`src/rtl/mesi_pkg.sv`:
```
package mesi_pkg;
  typedef enum logic [1:0] {
    ST_I = 2'd0,
    ST_S = 2'd1,
    ST_E = 2'd2,
    ST_M = 2'd3
  } line_st_e;

  localparam logic [1:0] SRC_LOCAL = 2'd0;
  localparam logic [1:0] SRC_MEM   = 2'd1;
  localparam logic [1:0] SRC_CACHE = 2'd2;
endpackage

```
`src/rtl/rr_arbiter.sv`:
```
module rr_arbiter #(
  parameter int N = 3,
  localparam int IW = (N > 1) ? $clog2(N) : 1
) (
  input  logic          clk,
  input  logic          rst_n,
  input  logic [N-1:0]  req,
  output logic [N-1:0]  grant,
  output logic [IW-1:0] gidx
);
  logic [IW-1:0] last_q;

  always_comb begin
    grant = '0;
    gidx  = '0;
    for (int k = N; k >= 1; k--) begin : scan
      int c;
      c = int'(last_q) + k;
      if (c >= N) c = c - N;
      if (req[c]) begin
        grant    = '0;
        grant[c] = 1'b1;
        gidx     = IW'(c);
      end
    end
  end

  always_ff @(posedge clk) begin
    if (!rst_n) last_q <= IW'(N - 1);
    else if (|grant) last_q <= gidx;
  end


  grant_onehot_chk: assert property (@(posedge clk) disable iff (!rst_n)
    $onehot0(grant));


  grant_valid_chk: assert property (@(posedge clk) disable iff (!rst_n)
    (|req) |-> ((grant & ~req) == '0 && (|grant)));
endmodule

```
`src/rtl/line_store.sv`:
```
module line_store import mesi_pkg::*; #(
  parameter int IDX_W  = 2,
  parameter int TAG_W  = 3,
  parameter int DATA_W = 16,
  parameter int WPL    = 2,
  localparam int LINES = 1 << IDX_W,
  localparam int BW    = WPL * DATA_W
) (
  input  logic             clk,
  input  logic             rst_n,
  input  logic [IDX_W-1:0] idx,
  output line_st_e         st_o,
  output logic [TAG_W-1:0] tag_o,
  output logic [BW-1:0]    blk_o,
  input  logic             we,
  input  line_st_e         st_i,
  input  logic [TAG_W-1:0] tag_i,
  input  logic [BW-1:0]    blk_i
);
  line_st_e         st_q  [LINES];
  logic [TAG_W-1:0] tag_q [LINES];
  logic [BW-1:0]    blk_q [LINES];

  assign st_o  = st_q[idx];
  assign tag_o = tag_q[idx];
  assign blk_o = blk_q[idx];

  always_ff @(posedge clk) begin
    if (!rst_n) begin
      for (int i = 0; i < LINES; i++) begin
        st_q[i]  <= ST_I;
        tag_q[i] <= '0;
        blk_q[i] <= '0;
      end
    end else if (we) begin
      st_q[idx]  <= st_i;
      tag_q[idx] <= tag_i;
      blk_q[idx] <= blk_i;
    end
  end
endmodule

```
`src/rtl/word_mem.sv`:
```
module word_mem #(
  parameter int ADDR_W = 6,
  parameter int DATA_W = 16,
  parameter int OFF_W  = 1,
  localparam int BLK_W = ADDR_W - OFF_W,
  localparam int BLKS  = 1 << BLK_W,
  localparam int WPL   = 1 << OFF_W,
  localparam int BW    = WPL * DATA_W
) (
  input  logic             clk,
  input  logic             rst_n,
  input  logic [BLK_W-1:0] rd_blk,
  output logic [BW-1:0]    rd_data,
  input  logic             wa_en,
  input  logic [BLK_W-1:0] wa_blk,
  input  logic [BW-1:0]    wa_data,
  input  logic             wb_en,
  input  logic [BLK_W-1:0] wb_blk,
  input  logic [BW-1:0]    wb_data
);
  logic [BW-1:0] blk_q [BLKS];

  function automatic logic [DATA_W-1:0] init_word(int a);
    return DATA_W'(32'hA000 + a);
  endfunction

  assign rd_data = blk_q[rd_blk];

  always_ff @(posedge clk) begin
    if (!rst_n) begin
      for (int b = 0; b < BLKS; b++)
        for (int w = 0; w < WPL; w++)
          blk_q[b][w*DATA_W +: DATA_W] <= init_word(b * WPL + w);
    end else begin
      if (wa_en) blk_q[wa_blk] <= wa_data;
      if (wb_en) blk_q[wb_blk] <= wb_data;
    end
  end


  port_clash_chk: assert property (@(posedge clk) disable iff (!rst_n)
    !(wa_en && wb_en && wa_blk == wb_blk));
endmodule

```
`src/rtl/snoop_coherence_ctl.sv`:
```
module snoop_coherence_ctl import mesi_pkg::*; #(
  parameter int NCORES = 3,
  parameter int ADDR_W = 6,
  parameter int DATA_W = 16,
  parameter int IDX_W  = 2,
  parameter int OFF_W  = 1,
  localparam int CORE_W = (NCORES > 1) ? $clog2(NCORES) : 1,
  localparam int TAG_W  = ADDR_W - IDX_W - OFF_W,
  localparam int BLK_W  = ADDR_W - OFF_W,
  localparam int WPL    = 1 << OFF_W,
  localparam int BW     = WPL * DATA_W
) (
  input  logic                     clk,
  input  logic                     rst_n,
  input  logic [NCORES-1:0]        req_valid,
  output logic [NCORES-1:0]        req_ready,
  input  logic [NCORES-1:0]        req_write,
  input  logic [NCORES*ADDR_W-1:0] req_addr,
  input  logic [NCORES*DATA_W-1:0] req_wdata,
  output logic [NCORES-1:0]        done,
  output logic [DATA_W-1:0]        rdata,
  output logic                     trc_valid,
  output logic [CORE_W-1:0]        trc_core,
  output logic                     trc_write,
  output logic [ADDR_W-1:0]        trc_addr,
  output logic [1:0]               trc_src,
  output logic [CORE_W-1:0]        trc_src_core,
  output logic                     trc_bus,
  output logic                     trc_wb,
  output logic                     trc_evict_wb,
  output logic [2*NCORES-1:0]      trc_states
);
  // ---------------- helpers ----------------
  function automatic logic [CORE_W-1:0] first_set(logic [NCORES-1:0] v);
    logic [CORE_W-1:0] r;
    r = '0;
    for (int k = NCORES - 1; k >= 0; k--) if (v[k]) r = CORE_W'(k);
    return r;
  endfunction

  function automatic logic [DATA_W-1:0] get_word(logic [BW-1:0] b, logic [OFF_W-1:0] o);
    return b[int'(o)*DATA_W +: DATA_W];
  endfunction

  function automatic logic [BW-1:0] put_word(logic [BW-1:0] b, logic [OFF_W-1:0] o,
                                             logic [DATA_W-1:0] d);
    logic [BW-1:0] r;
    r = b;
    r[int'(o)*DATA_W +: DATA_W] = d;
    return r;
  endfunction

  // ---------------- arbitration ----------------
  logic [NCORES-1:0] grant;
  logic [CORE_W-1:0] gidx;
  logic              take;

  rr_arbiter #(.N(NCORES)) u_arb (
    .clk(clk), .rst_n(rst_n), .req(req_valid), .grant(grant), .gidx(gidx)
  );

  assign req_ready = grant;
  assign take      = |grant;

  // ---------------- selected request ----------------
  logic              cur_wr;
  logic [ADDR_W-1:0] cur_addr;
  logic [DATA_W-1:0] cur_wd;
  logic [OFF_W-1:0]  off;
  logic [IDX_W-1:0]  idx;
  logic [TAG_W-1:0]  tag;

  assign cur_wr   = req_write[gidx];
  assign cur_addr = req_addr[int'(gidx)*ADDR_W +: ADDR_W];
  assign cur_wd   = req_wdata[int'(gidx)*DATA_W +: DATA_W];
  assign off      = cur_addr[OFF_W-1:0];
  assign idx      = cur_addr[OFF_W +: IDX_W];
  assign tag      = cur_addr[ADDR_W-1 -: TAG_W];

  // ---------------- cache arrays ----------------
  line_st_e         st    [NCORES];
  logic [TAG_W-1:0] tg    [NCORES];
  logic [BW-1:0]    blk   [NCORES];
  line_st_e         st_n  [NCORES];
  logic [TAG_W-1:0] tag_n [NCORES];
  logic [BW-1:0]    blk_n [NCORES];

  for (genvar g = 0; g < NCORES; g++) begin : g_cache
    line_store #(.IDX_W(IDX_W), .TAG_W(TAG_W), .DATA_W(DATA_W), .WPL(WPL)) u_lines (
      .clk(clk), .rst_n(rst_n), .idx(idx),
      .st_o(st[g]), .tag_o(tg[g]), .blk_o(blk[g]),
      .we(take), .st_i(st_n[g]), .tag_i(tag_n[g]), .blk_i(blk_n[g])
    );
  end

  // ---------------- memory ----------------
  logic [BW-1:0] mem_rd;
  logic          evict_wb, sup_wb;

  word_mem #(.ADDR_W(ADDR_W), .DATA_W(DATA_W), .OFF_W(OFF_W)) u_mem (
    .clk(clk), .rst_n(rst_n),
    .rd_blk({tag, idx}), .rd_data(mem_rd),
    .wa_en(evict_wb), .wa_blk({tg[gidx], idx}), .wa_data(blk[gidx]),
    .wb_en(sup_wb), .wb_blk({tag, idx}), .wb_data(blk[first_set(hold & ~grant)])
  );

  // ---------------- snoop decision (named events) ----------------
  logic [NCORES-1:0] hold, others;
  logic              own_hit, sup_v, sup_m, bus_use;
  logic [CORE_W-1:0] sup;
  line_st_e          own_st;
  logic [BW-1:0]     base_blk, new_blk;
  logic [1:0]        src;

  always_comb begin
    for (int j = 0; j < NCORES; j++)
      hold[j] = (st[j] != ST_I) && (tg[j] == tag);
    others   = hold & ~grant;
    own_hit  = hold[gidx];
    own_st   = st[gidx];
    sup_v    = |others;
    sup      = first_set(others);
    sup_m    = sup_v && (st[sup] == ST_M);
    evict_wb = take && !own_hit && (own_st == ST_M);
    sup_wb   = take && !own_hit && sup_m;
    bus_use  = !own_hit || (cur_wr && own_st == ST_S);
    base_blk = own_hit ? blk[gidx] : (sup_v ? blk[sup] : mem_rd);
    new_blk  = cur_wr ? put_word(base_blk, off, cur_wd) : base_blk;
    src      = own_hit ? SRC_LOCAL : (sup_v ? SRC_CACHE : SRC_MEM);
  end

  // next state for every cache at the shared index
  always_comb begin
    for (int j = 0; j < NCORES; j++) begin
      st_n[j]  = st[j];
      tag_n[j] = tg[j];
      blk_n[j] = blk[j];
      if (j == int'(gidx)) begin
        tag_n[j] = tag;
        blk_n[j] = new_blk;
        if (cur_wr)       st_n[j] = ST_M;
        else if (own_hit) st_n[j] = own_st;
        else              st_n[j] = sup_v ? ST_S : ST_E;
      end else if (hold[j]) begin
        if (cur_wr)       st_n[j] = ST_I;
        else if (own_hit) st_n[j] = st[j];
        else              st_n[j] = ST_S;
      end
    end
  end

  // ---------------- registered results ----------------
  always_ff @(posedge clk) begin
    if (!rst_n) begin
      done         <= '0;
      rdata        <= '0;
      trc_valid    <= 1'b0;
      trc_core     <= '0;
      trc_write    <= 1'b0;
      trc_addr     <= '0;
      trc_src      <= SRC_LOCAL;
      trc_src_core <= '0;
      trc_bus      <= 1'b0;
      trc_wb       <= 1'b0;
      trc_evict_wb <= 1'b0;
      trc_states   <= '0;
    end else begin
      done      <= grant;
      trc_valid <= take;
      if (take) begin
        rdata        <= get_word(new_blk, off);
        trc_core     <= gidx;
        trc_write    <= cur_wr;
        trc_addr     <= cur_addr;
        trc_src      <= src;
        trc_src_core <= (src == SRC_CACHE) ? sup : '0;
        trc_bus      <= bus_use;
        trc_wb       <= sup_wb;
        trc_evict_wb <= evict_wb;
        for (int j = 0; j < NCORES; j++)
          trc_states[2*j +: 2] <= (hold[j] || j == int'(gidx)) ? st_n[j] : ST_I;
      end
    end
  end

  // ---------------- assertions ----------------
  int n_live, n_excl;
  always_comb begin
    n_live = 0;
    n_excl = 0;
    for (int j = 0; j < NCORES; j++) begin
      if (trc_states[2*j +: 2] != ST_I) n_live++;
      if (trc_states[2*j +: 2] == ST_M || trc_states[2*j +: 2] == ST_E) n_excl++;
    end
  end


  done_follows_chk: assert property (@(posedge clk) disable iff (!rst_n)
    take |=> (done == $past(grant)) && trc_valid);


  excl_alone_chk: assert property (@(posedge clk) disable iff (!rst_n)
    (trc_valid && n_excl != 0) |-> (n_live == 1 && n_excl == 1));


  read_hit_quiet_chk: assert property (@(posedge clk) disable iff (!rst_n)
    (trc_valid && !trc_write && trc_src == SRC_LOCAL) |-> !trc_bus);


  write_owns_chk: assert property (@(posedge clk) disable iff (!rst_n)
    (trc_valid && trc_write) |-> trc_states[2*int'(trc_core) +: 2] == ST_M);


  wb_from_cache_chk: assert property (@(posedge clk) disable iff (!rst_n)
    (trc_valid && trc_wb) |-> trc_src == SRC_CACHE);
endmodule

```
`config.mk`:
```
export PLATFORM = sky130hd
export DESIGN_NAME = snoop_coherence_ctl
export DESIGN_NICKNAME = d
export VERILOG_FILES = /design/src/rtl/mesi_pkg.sv /design/src/rtl/rr_arbiter.sv /design/src/rtl/line_store.sv /design/src/rtl/word_mem.sv /design/src/rtl/snoop_coherence_ctl.sv
export SDC_FILE = /design/constraint.sdc
export NUM_CORES = 2
export LEC_CHECK = 0
export ABC_AREA = 1
export BUFFER_PORTS_ARGS = -buffer_cell sky130_fd_sc_hd__buf_4
export CAP_MARGIN = 20
export CORE_MARGIN = 5
export CORE_UTILIZATION = 25
export CTS_CLUSTER_DIAMETER = 200
export DETAILED_ROUTE_END_ITERATION = 8
export GPL_TIMING_DRIVEN = 0
export PLACE_DENSITY = 0.38
export SYNTH_ARGS = -nofsm -noshare
export SYNTH_HDL_FRONTEND = slang
export SYNTH_SLANG_ARGS = --single-unit
```
`constraint.sdc`:
```
create_clock -name clk -period 11.5 [get_ports clk]
set_clock_uncertainty 0.05 [all_clocks]
set_input_delay 2.3 -clock clk [delete_from_list [all_inputs] [get_ports clk]]
set_output_delay 2.3 -clock clk [all_outputs]
set_load 0.01 [all_outputs]
```
==> flow_summary.toml <==
[clock_tree]
root_buffer = "clkbuf_16"
cts_tree = "done"
cts_hold_buf = 0
cts.sinks = 1511
post-cts-setup-buffers = 0
worstSkewPairLatency_ps = 940
cts_resized = 0
numCtsBuffers = 193
max-clock-path-buffers = 4
htreeDepth = 4
clk_pin_slew_ps = 60

[grt]
grt_pass1_wl_mm = 719
grt_use_met1_pct = 42.9
grt-busiest-layer = "met2"
use_met2_pct = 50.8
gr-total-overflow = 0
grt.met3_usage_pct = 11.4
grt_max_degree = 48
grt_pass1_vias = 68900
antenna_found_initial = 77
grt_usage_pct = 34.7

[worst_setup_path]
critPathLaunchType = "input pin"
worst-setup-path-type = "input pin to flop"
critPathMaxFanout = 19
crit_path_end_kind = "flop"
r2r_setup_slack_ps = 3250
crit_arrival_ps = 9140
required_ps = 12010

[die]
die_w_um = 560
dieArea_um2 = 314000
row_count = 202
start_util_pct = 25.0
die_h_um = 560
coreArea_um2 = 302000
ioPinCount = 119

[outcome]
violations = "design-rule violations"
status = "complete, but fails checks"

[routing]
drt_iter0_markers = 13100
vias = 75300
drt_pass1_iterations = 9
via_per_inst = 5.95
antenna_left = 0
routed_wl_mm = 568
wl_per_cell_um = 44.9
route.detailed.drc = 1

[layout]
fin_nets = 8585
syn2layout_area_growth_pct = 19.6
design_area_um2 = 90500
final_cells = 12700
final_layout_size_suffix_gt1_share_pct = 11.6

[synth]
synth.top_cells.by_area = "edfxtp_1 (58%), nand2_1 (10%), a22oi_1 (5.7%)"
synthMostInstantiatedCell = "nand2_1"
ys_warn_count = 0
synth_fp_nets = 8140
synth.cell_area_um2 = 75600
synth-async-reset-ratio_pct = 0
synth-seq-area-share_pct = 59.4
syn_inst = 8061
syn_avg_cell_area_um2 = 9.38
synth_ff_type = "edfxtp_1"
yosys.area.top_type_share_pct = 58.3
synthTopCellsByCount = "nand2_1 (2082), edfxtp_1 (1468), nor2_1 (967), a22oi_1 (571), o22ai_1 (428)"
synth_area_leader_cell = "edfxtp_1"
ys_seq_elements = 1511
synth-edff-count = 1468
ys_types = 47

[timing]
rsz0062_at_grt = "false"
hold_viol = 0
setup_violations = 0
slew_headroom_pct = 7.55
setup_ws_ps = 2870
fin_crit_ps = 8630
max_freq_mhz = 116
final.period_utilization_pct = 75.1
hold_slack_ps = 403
max_slew.worst_pin.slew_ps = 1390
report.final.slew_viol_count = 0

[placement]
dpl.cell_count = 12300
dpl_worst_slack_ps = 2040
numPortBuffers = 118
dpl-instance-area_um2 = 84200
gp_congestion = 1.03
dpl.hpwl_mm = 416

[run]
max_cap_viol_count = 0

[min_path]
hold_path.class = "flop to flop"
[registers in the layout (all words and copies together), names as in the netlist, 2 cells and up]
register               cells
trc_src_core               2
done                       3
g_cache.u_lines.blk_q    384
u_mem.blk_q             1024
trc_src                    2
trc_states                 6
g_cache.u_lines.tag_q     36
rdata                     16
g_cache.u_lines.st_q      24
trc_addr                   6
trc_core                   2
[critical path, cell delays in order]
cell	delay [ps]
buf_4	110
inv_1	90
nand2_1	70
nand3_2	90
nand2_2	60
nor2_1	110
nand2_2	100
nand2_2	150
buf_4	250
o211ai_1	120
nand2_1	450
inv_1	340
nor3_1	880
buf_2	810
buf_4	540
inv_1	110
nor2_1	890
nand2_1	500
buf_2	390
nand3_4	330
buf_12	290
[routing by layer]
| metal | vias up | wire, um |
|---|---|---|
| li1 | 29300 | - |
| met1 | 38100 | 214000 |
| met2 | 6190 | 237000 |
| met3 | 1660 | 67700 |
| met4 | 42 | 49400 |
| met5 | - | 569 |
[layout by cell type (no fill, tap or decap), drive strengths merged]
cell type,instances
a21oi,212
a221oi,10
a22o,7
a22oi,571
a31oi,1
a32o,1
and2,1
buf,586
bufinv,11
clkbuf,631
clkinv,79
clkinvlp,8
dfxtp,43
diode,26
edfxtp,1468
ha,5
inv,413
nand2,2112
nand3,430
nand3b,22
nand4,135
nor2,996
nor3,17
o2111ai,2
o211ai,4
o21a,1
o21ai,451
o221ai,2
o22ai,428
o311ai,1
o31ai,1
xor2,1
[kinds of logic (layout without fill, tap and decap cells)]
group / count (synthesis) / count (layout) / share of synthesized area, %
and+or+nand+nor: 3713 / 3713 / 20.2
AOI/OAI and AO/OA: 1692 / 1692 / 13.9
DFF: 1511 / 1511 / 59.4
buffers and inverters: 1139 / 1728 / 6.33
adders and majority gates: 5 / 5 / 0.0827
xor gates and xnor gates: 1 / 1 / 0.0116
other: 0 / 26 / 0
[layout make-up]
class	count	area, um2
fillers	32000	212000
flip-flops and latches	1511	44900
multi-input cells	5411	26400
clock buffers	251	5190
well taps	3978	4980
plain buffers	716	3300
repair buffers	250	3240
inverters	423	1590
clock inverters	88	803
diodes	26	65.1
[worst paths after layout]
check | cells after the start | startpoint | to
hold / removal | 2 | trc_wb$_SDFFE_PN0P_ | trc_wb$_SDFFE_PN0P_
setup reg to reg | 23 | trc_core[0]$_SDFFE_PN0P_ | u_mem.blk_q[3][13]$_DFFE_PP_
setup / recovery | 21 | req_valid[0] | u_mem.blk_q[3][13]$_DFFE_PP_
hold reg to reg | 2 | trc_wb$_SDFFE_PN0P_ | trc_wb$_SDFFE_PN0P_
[stage by stage]
stage / utilization [%] / TNS (ps)
floorplan: - / 0
global placement: 27.0 / -1618530
CTS: 29.9 / 0
detailed placement: 27.9 / 0
global route: 29.9 / 0
finish: 29.9 / 0
Power is not shown: default switching activity piles up to over one toggle a cycle in this logic, so the estimate is an artifact.
